## src/rtl/rfx_pkg.sv

```systemverilog
package rfx_pkg;
  localparam int DW = 64;
  localparam int SW = 32;
  localparam int CW = 4;
  localparam int DEXP_W = 11;
  localparam int SEXP_W = 8;
  localparam int SFRAC_W = 23;
  // narrowing stays in-format above this biased double exponent
  localparam logic [DEXP_W-1:0] DENORM_TOP = 11'd896;

  typedef enum logic [1:0] {
    XOP_F2I_D = 2'b00,
    XOP_F2I_S = 2'b01,
    XOP_I2F_D = 2'b10,
    XOP_I2F_S = 2'b11
  } xop_e;
endpackage

```

## src/rtl/rfx_narrow.sv

```systemverilog
module rfx_narrow
  import rfx_pkg::*;
(
  input  logic [DW-1:0] dbl_i,
  output logic [SW-1:0] sgl_o
);
  logic [DEXP_W-1:0]  exp_d;
  logic [DEXP_W-1:0]  sh;
  logic [SFRAC_W:0]   mant;
  logic [SFRAC_W:0]   mant_sh;

  assign exp_d = dbl_i[62:52];
  assign mant  = {1'b1, dbl_i[51:29]};
  assign sh    = (DENORM_TOP + 11'd1) - exp_d;

  always_comb begin
    mant_sh = '0;
    if (exp_d > DENORM_TOP || dbl_i[62:0] == '0) begin
      sgl_o = {dbl_i[63:62], dbl_i[58:29]};
    end else begin
      if (sh <= 11'(SFRAC_W)) mant_sh = mant >> sh[4:0];
      sgl_o = {dbl_i[63], {SEXP_W{1'b0}}, mant_sh[SFRAC_W-1:0]};
    end
  end
endmodule

```

## src/rtl/rfx_widen.sv

```systemverilog
module rfx_widen
  import rfx_pkg::*;
(
  input  logic [SW-1:0] sgl_i,
  output logic [DW-1:0] dbl_o
);
  logic [SEXP_W-1:0]  exp_s;
  logic [SFRAC_W-1:0] frac;
  logic [4:0]         lz;
  logic               found;
  logic [SFRAC_W-1:0] frac_n;
  logic [DEXP_W-1:0]  exp_n;

  assign exp_s = sgl_i[30:23];
  assign frac  = sgl_i[22:0];

  always_comb begin
    lz = '0;
    found = 1'b0;
    for (int i = SFRAC_W-1; i >= 0; i--) begin
      if (!found && frac[i]) begin
        lz = 5'(SFRAC_W-1-i);
        found = 1'b1;
      end
    end
  end

  assign frac_n = frac << (lz + 5'd1);
  assign exp_n  = DENORM_TOP - {6'd0, lz};

  always_comb begin
    if (exp_s != '0 && exp_s != '1)
      dbl_o = {sgl_i[31:30], {3{~sgl_i[30]}}, sgl_i[29:0], 29'd0};
    else if (exp_s == '1 || frac == '0)
      dbl_o = {sgl_i[31:30], {3{sgl_i[30]}}, sgl_i[29:0], 29'd0};
    else
      dbl_o = {sgl_i[31], exp_n, frac_n, 29'd0};
  end
endmodule

```

## src/rtl/rfx_cond.sv

```systemverilog
module rfx_cond
  import rfx_pkg::*;
(
  input  logic          rc_i,
  input  logic          to_float_i,
  input  logic [DW-1:0] res_i,
  input  logic          so_i,
  input  logic [CW-1:0] fp_status_i,
  output logic          wr_o,
  output logic          sel_o,
  output logic [CW-1:0] cond_o
);
  logic lt, gt, eq;
  assign lt = res_i[DW-1];
  assign eq = (res_i == '0);
  assign gt = !lt && !eq;

  always_comb begin
    wr_o = rc_i;
    sel_o = 1'b0;
    cond_o = '0;
    if (rc_i) begin
      sel_o  = to_float_i;
      cond_o = to_float_i ? fp_status_i : {lt, gt, eq, so_i};
    end
  end
endmodule

```

## src/rtl/rf_xfer_unit.sv

```systemverilog
module rf_xfer_unit
  import rfx_pkg::*;
(
  input  logic [1:0]    op_i,
  input  logic          rc_i,
  input  logic [DW-1:0] src_i,
  input  logic          so_i,
  input  logic [CW-1:0] fp_status_i,
  output logic [DW-1:0] result_o,
  output logic          cond_wr_o,
  output logic          cond_sel_o,
  output logic [CW-1:0] cond_o
);
  xop_e          op;
  logic [SW-1:0] narrowed;
  logic [DW-1:0] widened;

  assign op = xop_e'(op_i);

  rfx_narrow u_narrow (.dbl_i(src_i), .sgl_o(narrowed));
  rfx_widen  u_widen  (.sgl_i(src_i[SW-1:0]), .dbl_o(widened));

  always_comb begin
    unique case (op)
      XOP_F2I_S: result_o = {{(DW-SW){1'b0}}, narrowed};
      XOP_I2F_S: result_o = widened;
      default:   result_o = src_i;
    endcase
  end

  rfx_cond u_cond (
    .rc_i       (rc_i),
    .to_float_i (op_i[1]),
    .res_i      (result_o),
    .so_i       (so_i),
    .fp_status_i(fp_status_i),
    .wr_o       (cond_wr_o),
    .sel_o      (cond_sel_o),
    .cond_o     (cond_o)
  );
endmodule

```

## config.mk

```make
export PLATFORM = sky130hd
export DESIGN_NAME = rf_xfer_unit
export DESIGN_NICKNAME = d
export VERILOG_FILES = /design/src/rtl/rfx_pkg.sv /design/src/rtl/rfx_narrow.sv /design/src/rtl/rfx_widen.sv /design/src/rtl/rfx_cond.sv /design/src/rtl/rf_xfer_unit.sv
export SDC_FILE = /design/constraint.sdc
export NUM_CORES = 1
export LEC_CHECK = 0
export BUFFER_PORTS_ARGS = -buffer_cell sky130_fd_sc_hd__clkbuf_2
export CAP_MARGIN = 20
export CORE_MARGIN = 4
export CORE_UTILIZATION = 30
export DETAILED_ROUTE_END_ITERATION = 6
export PLACE_DENSITY_LB_ADDON = 0.3
export SLEW_MARGIN = 20
export SYNTH_ARGS = -nofsm -noshare
export SYNTH_HDL_FRONTEND = slang
export SYNTH_SLANG_ARGS = --single-unit
```

## constraint.sdc

```tcl
create_clock -name vclk -period 7
set_input_delay 1.4 -clock vclk [all_inputs]
set_output_delay 1.4 -clock vclk [all_outputs]
set_load 0.03 [all_outputs]
```

==> results of run 1 <==
## area by class of cell
type	instances	area, um2
fillers	1862	10300
multi-input cells	698	5040
repair buffers	271	1680
well taps	225	282
inverters	32	133
## path summary, 6_finish.rpt
kind	slack, ns	cells past startpoint	to
min	3.09	2	cond_wr_o
max	0.21	19	cond_o[2]
## power by group
part | total [mW] | internal [mW] | leakage (nW) | switching (mW)
clock | 0 | 0 | 0 | 0
combinational | 0.638 | 0.233 | 3.05 | 0.404
sequential | 0 | 0 | 0 | 0
total | 0.638 | 0.233 | 3.05 | 0.404
## placed cells by master (no fill, tap or decap), types with 10 or more instances in the layout
master and count:
sky130_fd_sc_hd__mux2i_1 35, sky130_fd_sc_hd__o21ai_0 56, sky130_fd_sc_hd__o22ai_1 12, sky130_fd_sc_hd__nand2_1 89, sky130_fd_sc_hd__buf_4 126, sky130_fd_sc_hd__inv_1 28
sky130_fd_sc_hd__nor2b_1 16, sky130_fd_sc_hd__a21oi_1 40, sky130_fd_sc_hd__a22oi_1 16, sky130_fd_sc_hd__a221o_1 11, sky130_fd_sc_hd__mux2_2 14, sky130_fd_sc_hd__clkbuf_2 142
sky130_fd_sc_hd__nand3_1 22, sky130_fd_sc_hd__a211oi_1 15, sky130_fd_sc_hd__nor3_1 26, sky130_fd_sc_hd__nor2_1 61, sky130_fd_sc_hd__o31ai_1 11, sky130_fd_sc_hd__a21o_1 10
sky130_fd_sc_hd__a31oi_1 13, sky130_fd_sc_hd__nor4_1 25, sky130_fd_sc_hd__mux4_2 19, sky130_fd_sc_hd__o211ai_1 17
## metrics by stage
stage / std cells / area (um2) / worst slack (ns)
finish: 1226 / 7130 / 0.206
global route: 1226 / 7130 / -0.0307
CTS: 1219 / 7000 / 0.0884
detailed placement: 1219 / 6990 / -0.00232
global placement: 1219 / 6990 / 0.0533
floorplan: 810 / 5440 / 0.0198
## layer usage
| metal | global-route usage (%) | up-vias | wire length (um) |
|---|---|---|---|
| met3 | 6.05 | 117 | 4200 |
| li1 | - | 3578 | - |
| met5 | 0 | - | 13 |
| met1 | 43.9 | 3872 | 13200 |
| met2 | 46.4 | 658 | 13700 |
| met4 | 10.6 | 2 | 1570 |
## repair_timing
item                                    CTS  global route
pin swaps                                 0             5
resized for setup                         2            19
cloned                                    0             0
endpoints found under the setup margin    1             2
setup buffers                             0             7
## kinds of logic (layout without fill, tap and decap cells)
kind of cell	after synthesis	after routing	synth area share [%]
and+or+nand+nor	318	318	31.5
xor gates and xnor gates	5	5	0.810
muxes	68	68	17.3
AOI/OAI and AO/OA	303	303	40.4
buffers and inverters	112	303	9.07
adders and majority gates	4	4	0.926
==> metrics.md, run 1 <==
| Metric | Value |
|---|---|
| Result of the run | complete, no violations |
| Most repeated cell in the gate-level netlist after synthesis | sky130_fd_sc_hd__nand2_1 |
| Worst path bufs/invs | 5 |
| Required @ worst endpoint | about 5.6 ns |
| Quantity of I/O buffers inserted on ports | 142 |
| Maximum number of pins on one net before global-route repair | 25 |
| Cell-by-cell listing of the critical path | clkbuf_2 > or4_4 > nor4_2 > o21a_1 > nor3_4 > buf_4 > clkinv_8 > ha_2 > nand3_1 > a21oi_1 > buf_4 > a311oi_4 > a31o_1 > or4b_1 > a2111oi_2 > nand4b_1 > a22oi_2 > o31ai_2 > clkbuf_2 |
| Unique cell type count in the Yosys netlist | 89 |
| Vias in the first global route | 7632 |
| Maximum VDD drop | 0.0453 mV |
| Global router's overall resource usage | 30.9% |
| Detailed Routing Iterations Pass 1 | 6 |
| Chip width | 142 um |
| Arrival @ worst endpoint | between 5 and 6 ns |
| DP Wirelength | 25.8 mm |
| Weighted congestion reported at the end of routability-driven placement | between 1 and 1.5 |
| Util after Layout | 40.8% |
| Classification of the worst-slack hold path | input port to output port |
| Count of final hold-check violations | 0 |
| Leading cell types by total area after synthesis | sky130_fd_sc_hd__mux4_2, sky130_fd_sc_hd__mux2i_1, sky130_fd_sc_hd__nand2_1, sky130_fd_sc_hd__o21ai_0, sky130_fd_sc_hd__nor2_1 |
| Startpoint-to-endpoint class of the critical path | input port to output port |
| Maximum clock rate | 147 MHz |
| Total number of sequential cells | 0 |
| Cell with the biggest individual delay on the critical path | sky130_fd_sc_hd__or4b_1 |
| Total power divided by cell area | 89.4 nW/um2 |
| FP Rows | 48 |
| Detailed Route Iter0 Violations | 1246 |
| Final setup viols | 0 |
| Leak | between 3 and 4 nW |
| Summed instance area of the synthesized netlist | 5410 um2 |
| Post-Synthesis Net Count | around 900 |
| Worst Max-Slew Pin Slew | 0.850 ns |
| Sequential standard cell area | 0 um2 |
| Portion of synthesized cell area occupied by the leading cell type | 7.92% |
| Sum Neg Setup Slack | 0 ns |
| Via-per-instance ratio | 6.71 |
| Worst setup SP type | input port |
| Max Fanout on Critical Path | 5 |
| Number of antenna violations at the first check in global routing | 1 |
| Final number of max-transition violations | 0 |
| Wirelength, routed | between 30 and 40 mm |
| Yosys warnings | 0 |
| Post-route minimum period | 6.79 ns |
| Vertical extent of the die | 142 um |
| Kind of cell adding the most delay to the critical path | simple AND/OR/NAND/NOR gates |
| Worst-case headroom to the max-slew limit | 42.9% |
| Number of max-cap violations | 0 |
| Element type at the critical path end | output port |
| Overall power of the completed layout | 0.638 mW |
| DRC violations left | 0 |
| Residual overflow from global routing | 0 |
| Max stage delay on crit path | around 0.6 ns |
| Worst min-delay path startpoint | rc_i |
| Commonest cells post-synth | sky130_fd_sc_hd__nand2_1, sky130_fd_sc_hd__nor2_1, sky130_fd_sc_hd__o21ai_0, sky130_fd_sc_hd__clkbuf_1, sky130_fd_sc_hd__a21oi_1 |
| Starting density of the core | 30.9% |
| Global-route wire length before repair | a little under 50 mm |
| Area of the die | 20200 um2 |
| Routed vias | 8227 |
| Number of diodes | 0 |
| Average wire per standard cell | 26.6 um |
| Number of top-level design ports | 142 |
| Sequential-to-total area share from yosys stat | 0% |
| P&R area growth vs syn | 32.0% |
| Average cell area after synthesis | ~6.7 um2 |
| Hold WS | 3.09 ns |
| Share of the clock period used by the worst path after layout | between 90% and 100% |
| Core Region | 17500 um2 |
| Final net count | between 1000 and 1500 |
| Clock tree buffer count of the final layout | 0 |
| Worst setup path startpoint | src_i[19] |
| Proportion of layout cells with a drive suffix above 1 | between 30% and 40% |
| Yosys top cell by area | sky130_fd_sc_hd__mux4_2 |
| Synthesized instance count | 810 |
| Count of hold-fix buffers inserted at cts | 0 |
| Antenna violation net count after detailed routing | 0 |
Power figures use the tool's default switching activity.
==> inputs of run 2 (changes only) <==
ABC_AREA = 1   (was unset)
==> run 2 against run 1 <==
The flow now finishes with violations (DRC). Area after synthesis fell by 1.7%. Global-route usage down 3.7 points. Via count increased by 1.6%. Critical path type unchanged.
==> metrics.md, run 2 <==
| Metric | Value |
|---|---|
| Average cell area after synthesis | 4.61 um2 |
| Startpoint-to-endpoint class of the critical path | input port to output port |
| Max Fanout on Critical Path | 10 |
| Summed instance area of the synthesized netlist | between 5000 and 6000 um2 |
| Final net count | 1339 |
| DRC violations left | 1 |
| Global router's overall resource usage | 27.1% |
| Core Region | 17300 um2 |
| Proportion of layout cells with a drive suffix above 1 | 17.8% |
| Synthesized instance count | 1153 |
| Weighted congestion reported at the end of routability-driven placement | 0.997 |
| Most repeated cell in the gate-level netlist after synthesis | sky130_fd_sc_hd__nand2_1 |
| Number of max-cap violations | 0 |
| Unique cell type count in the Yosys netlist | 45 |
| Total power divided by cell area | 86.4 nW/um2 |
| Commonest cells post-synth | sky130_fd_sc_hd__nand2_1, sky130_fd_sc_hd__nand3_1, sky130_fd_sc_hd__inv_1, sky130_fd_sc_hd__nor2_1, sky130_fd_sc_hd__a21oi_1 |
| Sum Neg Setup Slack | 0 ns |
| Cell count after placement | 1483 |
| Classification of the worst-slack hold path | input port to output port |
| Maximum number of pins on one net before global-route repair | 50 |
| Number of antenna violations at the first check in global routing | 0 |
| Final number of max-transition violations | 0 |
| Share of the clock period used by the worst path after layout | a little under 100% |
| Average wire per standard cell | 19.1 um |
| Area of all placed cells without fillers | 6230 um2 |
| Quantity of I/O buffers inserted on ports | 142 |
| Yosys warnings | 0 |
| Number of diodes | 0 |
| Required @ worst endpoint | 5.60 ns |
| Residual overflow from global routing | 0 |
| Maximum clock rate | 148 MHz |
| Cell area after placement | 6210 um2 |
| Via-per-instance ratio | 5.63 |
| Util after Layout | 36.0% |
| DP Wirelength | between 20 and 25 mm |
| Violated checks | DRC |
| Area of the die | 19900 um2 |
| Yosys top cell by area | sky130_fd_sc_hd__nand2_1 |
| Portion of synthesized cell area occupied by the leading cell type | 30.0% |
| Final setup viols | 0 |
| Detailed Routing Iterations Pass 1 | 7 |
| Result of the run | finished, violations left |
| Commonest non-fill, non-tap cell in the layout | sky130_fd_sc_hd__nand2_1 |
| Leading cell types in the layout, fill and taps excluded | sky130_fd_sc_hd__nand2_1, sky130_fd_sc_hd__nand3_1, sky130_fd_sc_hd__clkbuf_2 |
| Element type at the critical path end | output port |
| Routed vias | 8360 |
| Total number of sequential cells | 0 |
| Worst Max-Slew Pin Slew | 0.845 ns |
| Vertical extent of the die | approximately 140 um |
| Sequential standard cell area | 0 um2 |
| Final cell count without fillers | 1486 |
| Leak | 3.54 nW |
| Starting density of the core | 30.7% |
| Count of final hold-check violations | 0 |
| Maximum VDD drop | 0.0409 mV |
| Post-route minimum period | 6.75 ns |
| Detailed Route Iter0 Violations | between 1000 and 1500 |
| Clock tree buffer count of the final layout | 0 |
| Post-Synthesis Net Count | 1229 |
| Chip width | 141 um |
| Wirelength, routed | roughly 28 mm |
| Global-route wire length before repair | between 40 and 50 mm |
| Leading cell types by total area after synthesis | sky130_fd_sc_hd__nand2_1, sky130_fd_sc_hd__nand3_1, sky130_fd_sc_hd__inv_1, sky130_fd_sc_hd__nor2_1, sky130_fd_sc_hd__a21oi_1 |
| Vias in the first global route | 7723 |
| Number of top-level design ports | 142 |
| Worst-case headroom to the max-slew limit | between 40% and 50% |
| Antenna violation net count after detailed routing | 0 |
| FP Rows | 48 |
| Arrival @ worst endpoint | roughly 5.4 ns |
| Sequential-to-total area share from yosys stat | 0% |
| Worst setup SP type | input port |
| RSZ-0062 raised after global routing | no |
| P&R area growth vs syn | 17.4% |
==> run 2: cell count changes in the layout (fill, tap and decap cells not counted), sizes merged, moves of 19 or more <==
cell   previous run  this run
inv              30       120
nand4             9        44
nor2             62       116
nor4             32         2
mux2i            35         0
nor3             31         5
mux4             19         0
nand2            90       435
buf             129        31
nand3            22       212
==> run 2: critical path: stages <==
cell                       delay (ns)
sky130_fd_sc_hd__clkbuf_2        0.13
sky130_fd_sc_hd__nor2_2          0.17
sky130_fd_sc_hd__nand2_2         0.12
sky130_fd_sc_hd__nor2_8          0.17
sky130_fd_sc_hd__nand4_4         0.14
sky130_fd_sc_hd__nor2_4          0.19
sky130_fd_sc_hd__nand4_1         0.22
sky130_fd_sc_hd__nand3_1         0.22
sky130_fd_sc_hd__inv_1           0.08
sky130_fd_sc_hd__ha_1            0.31
sky130_fd_sc_hd__inv_1           0.25
sky130_fd_sc_hd__buf_4           0.25
sky130_fd_sc_hd__nand3_1         0.12
sky130_fd_sc_hd__nor2_1          0.20
sky130_fd_sc_hd__nand2_1         0.15
sky130_fd_sc_hd__o21ai_1         0.16
sky130_fd_sc_hd__a21oi_1         0.12
sky130_fd_sc_hd__nand3_1         0.14
sky130_fd_sc_hd__nor2_1          0.08
sky130_fd_sc_hd__nand2_1         0.06
sky130_fd_sc_hd__nor2_1          0.04
sky130_fd_sc_hd__nand2_1         0.05
sky130_fd_sc_hd__nor2_1          0.03
sky130_fd_sc_hd__nand2_1         0.12
sky130_fd_sc_hd__nand2_1         0.07
sky130_fd_sc_hd__a21oi_1         0.12
sky130_fd_sc_hd__clkbuf_2        0.22
==> run 2: cell type report <==
| cell class | count | area [um2] |
|---|---|---|
| fillers | 2092 | 11100 |
| repair buffers | 173 | 943 |
| inverters | 122 | 463 |
| multi-input cells | 966 | 4550 |
| well taps | 225 | 282 |
==> run 2: where the power goes <==
group	internal (mW)	switching [mW]	total [mW]
clock network	0	0	0
logic	0.151	0.388	0.539
registers	0	0	0
==> run 2: final timing paths <==
kind | start | endpoint | slack [ns] | cells after the start
max | src_i[18] | cond_o[2] | 0.25 | 27
min | rc_i | cond_wr_o | 3.11 | 2
==> run 2: stage by stage <==
step                      setup WS, ns  hold WS, ns  power, mW
after floorplan                  0.727         2.93      0.352
after global placement           0.307         3.11      0.527
after detailed placement         0.309         3.11      0.524
after CTS                        0.292         3.11      0.526
after global routing          0.000739         3.13      0.587
final                            0.254         3.11      0.539
==> run 2: logic make-up (layout without fill, tap and decap cells) <==
family	Yosys count	after routing	synth area share, %
buffers and inverters	188	295	14.6
AOI/OAI and AO/OA	140	140	15.2
adders and majority gates	4	4	0.942
and+or+nand+nor	816	817	68.3
xor gates and xnor gates	5	5	0.966
==> run 2: layer usage <==
layer	vias to the layer above	share of wire, %	routed length [um]	global-route usage [%]
met5	-	0	0	0
met4	0	3.8	1090	8.36
met3	69	11	3180	4.24
met2	520	41	11700	41.6
met1	3766	44	12400	38.8
li1	4005	-	-	-
==> run 2: repair_timing <==
item | 4_1_cts | 5_1_grt
setup buffers | 0 | 2
hold buffers | 0 | 0
endpoints found under the hold margin | 0 | 0
gates resized for setup | 0 | 2
endpoints found under the setup margin | 0 | 2
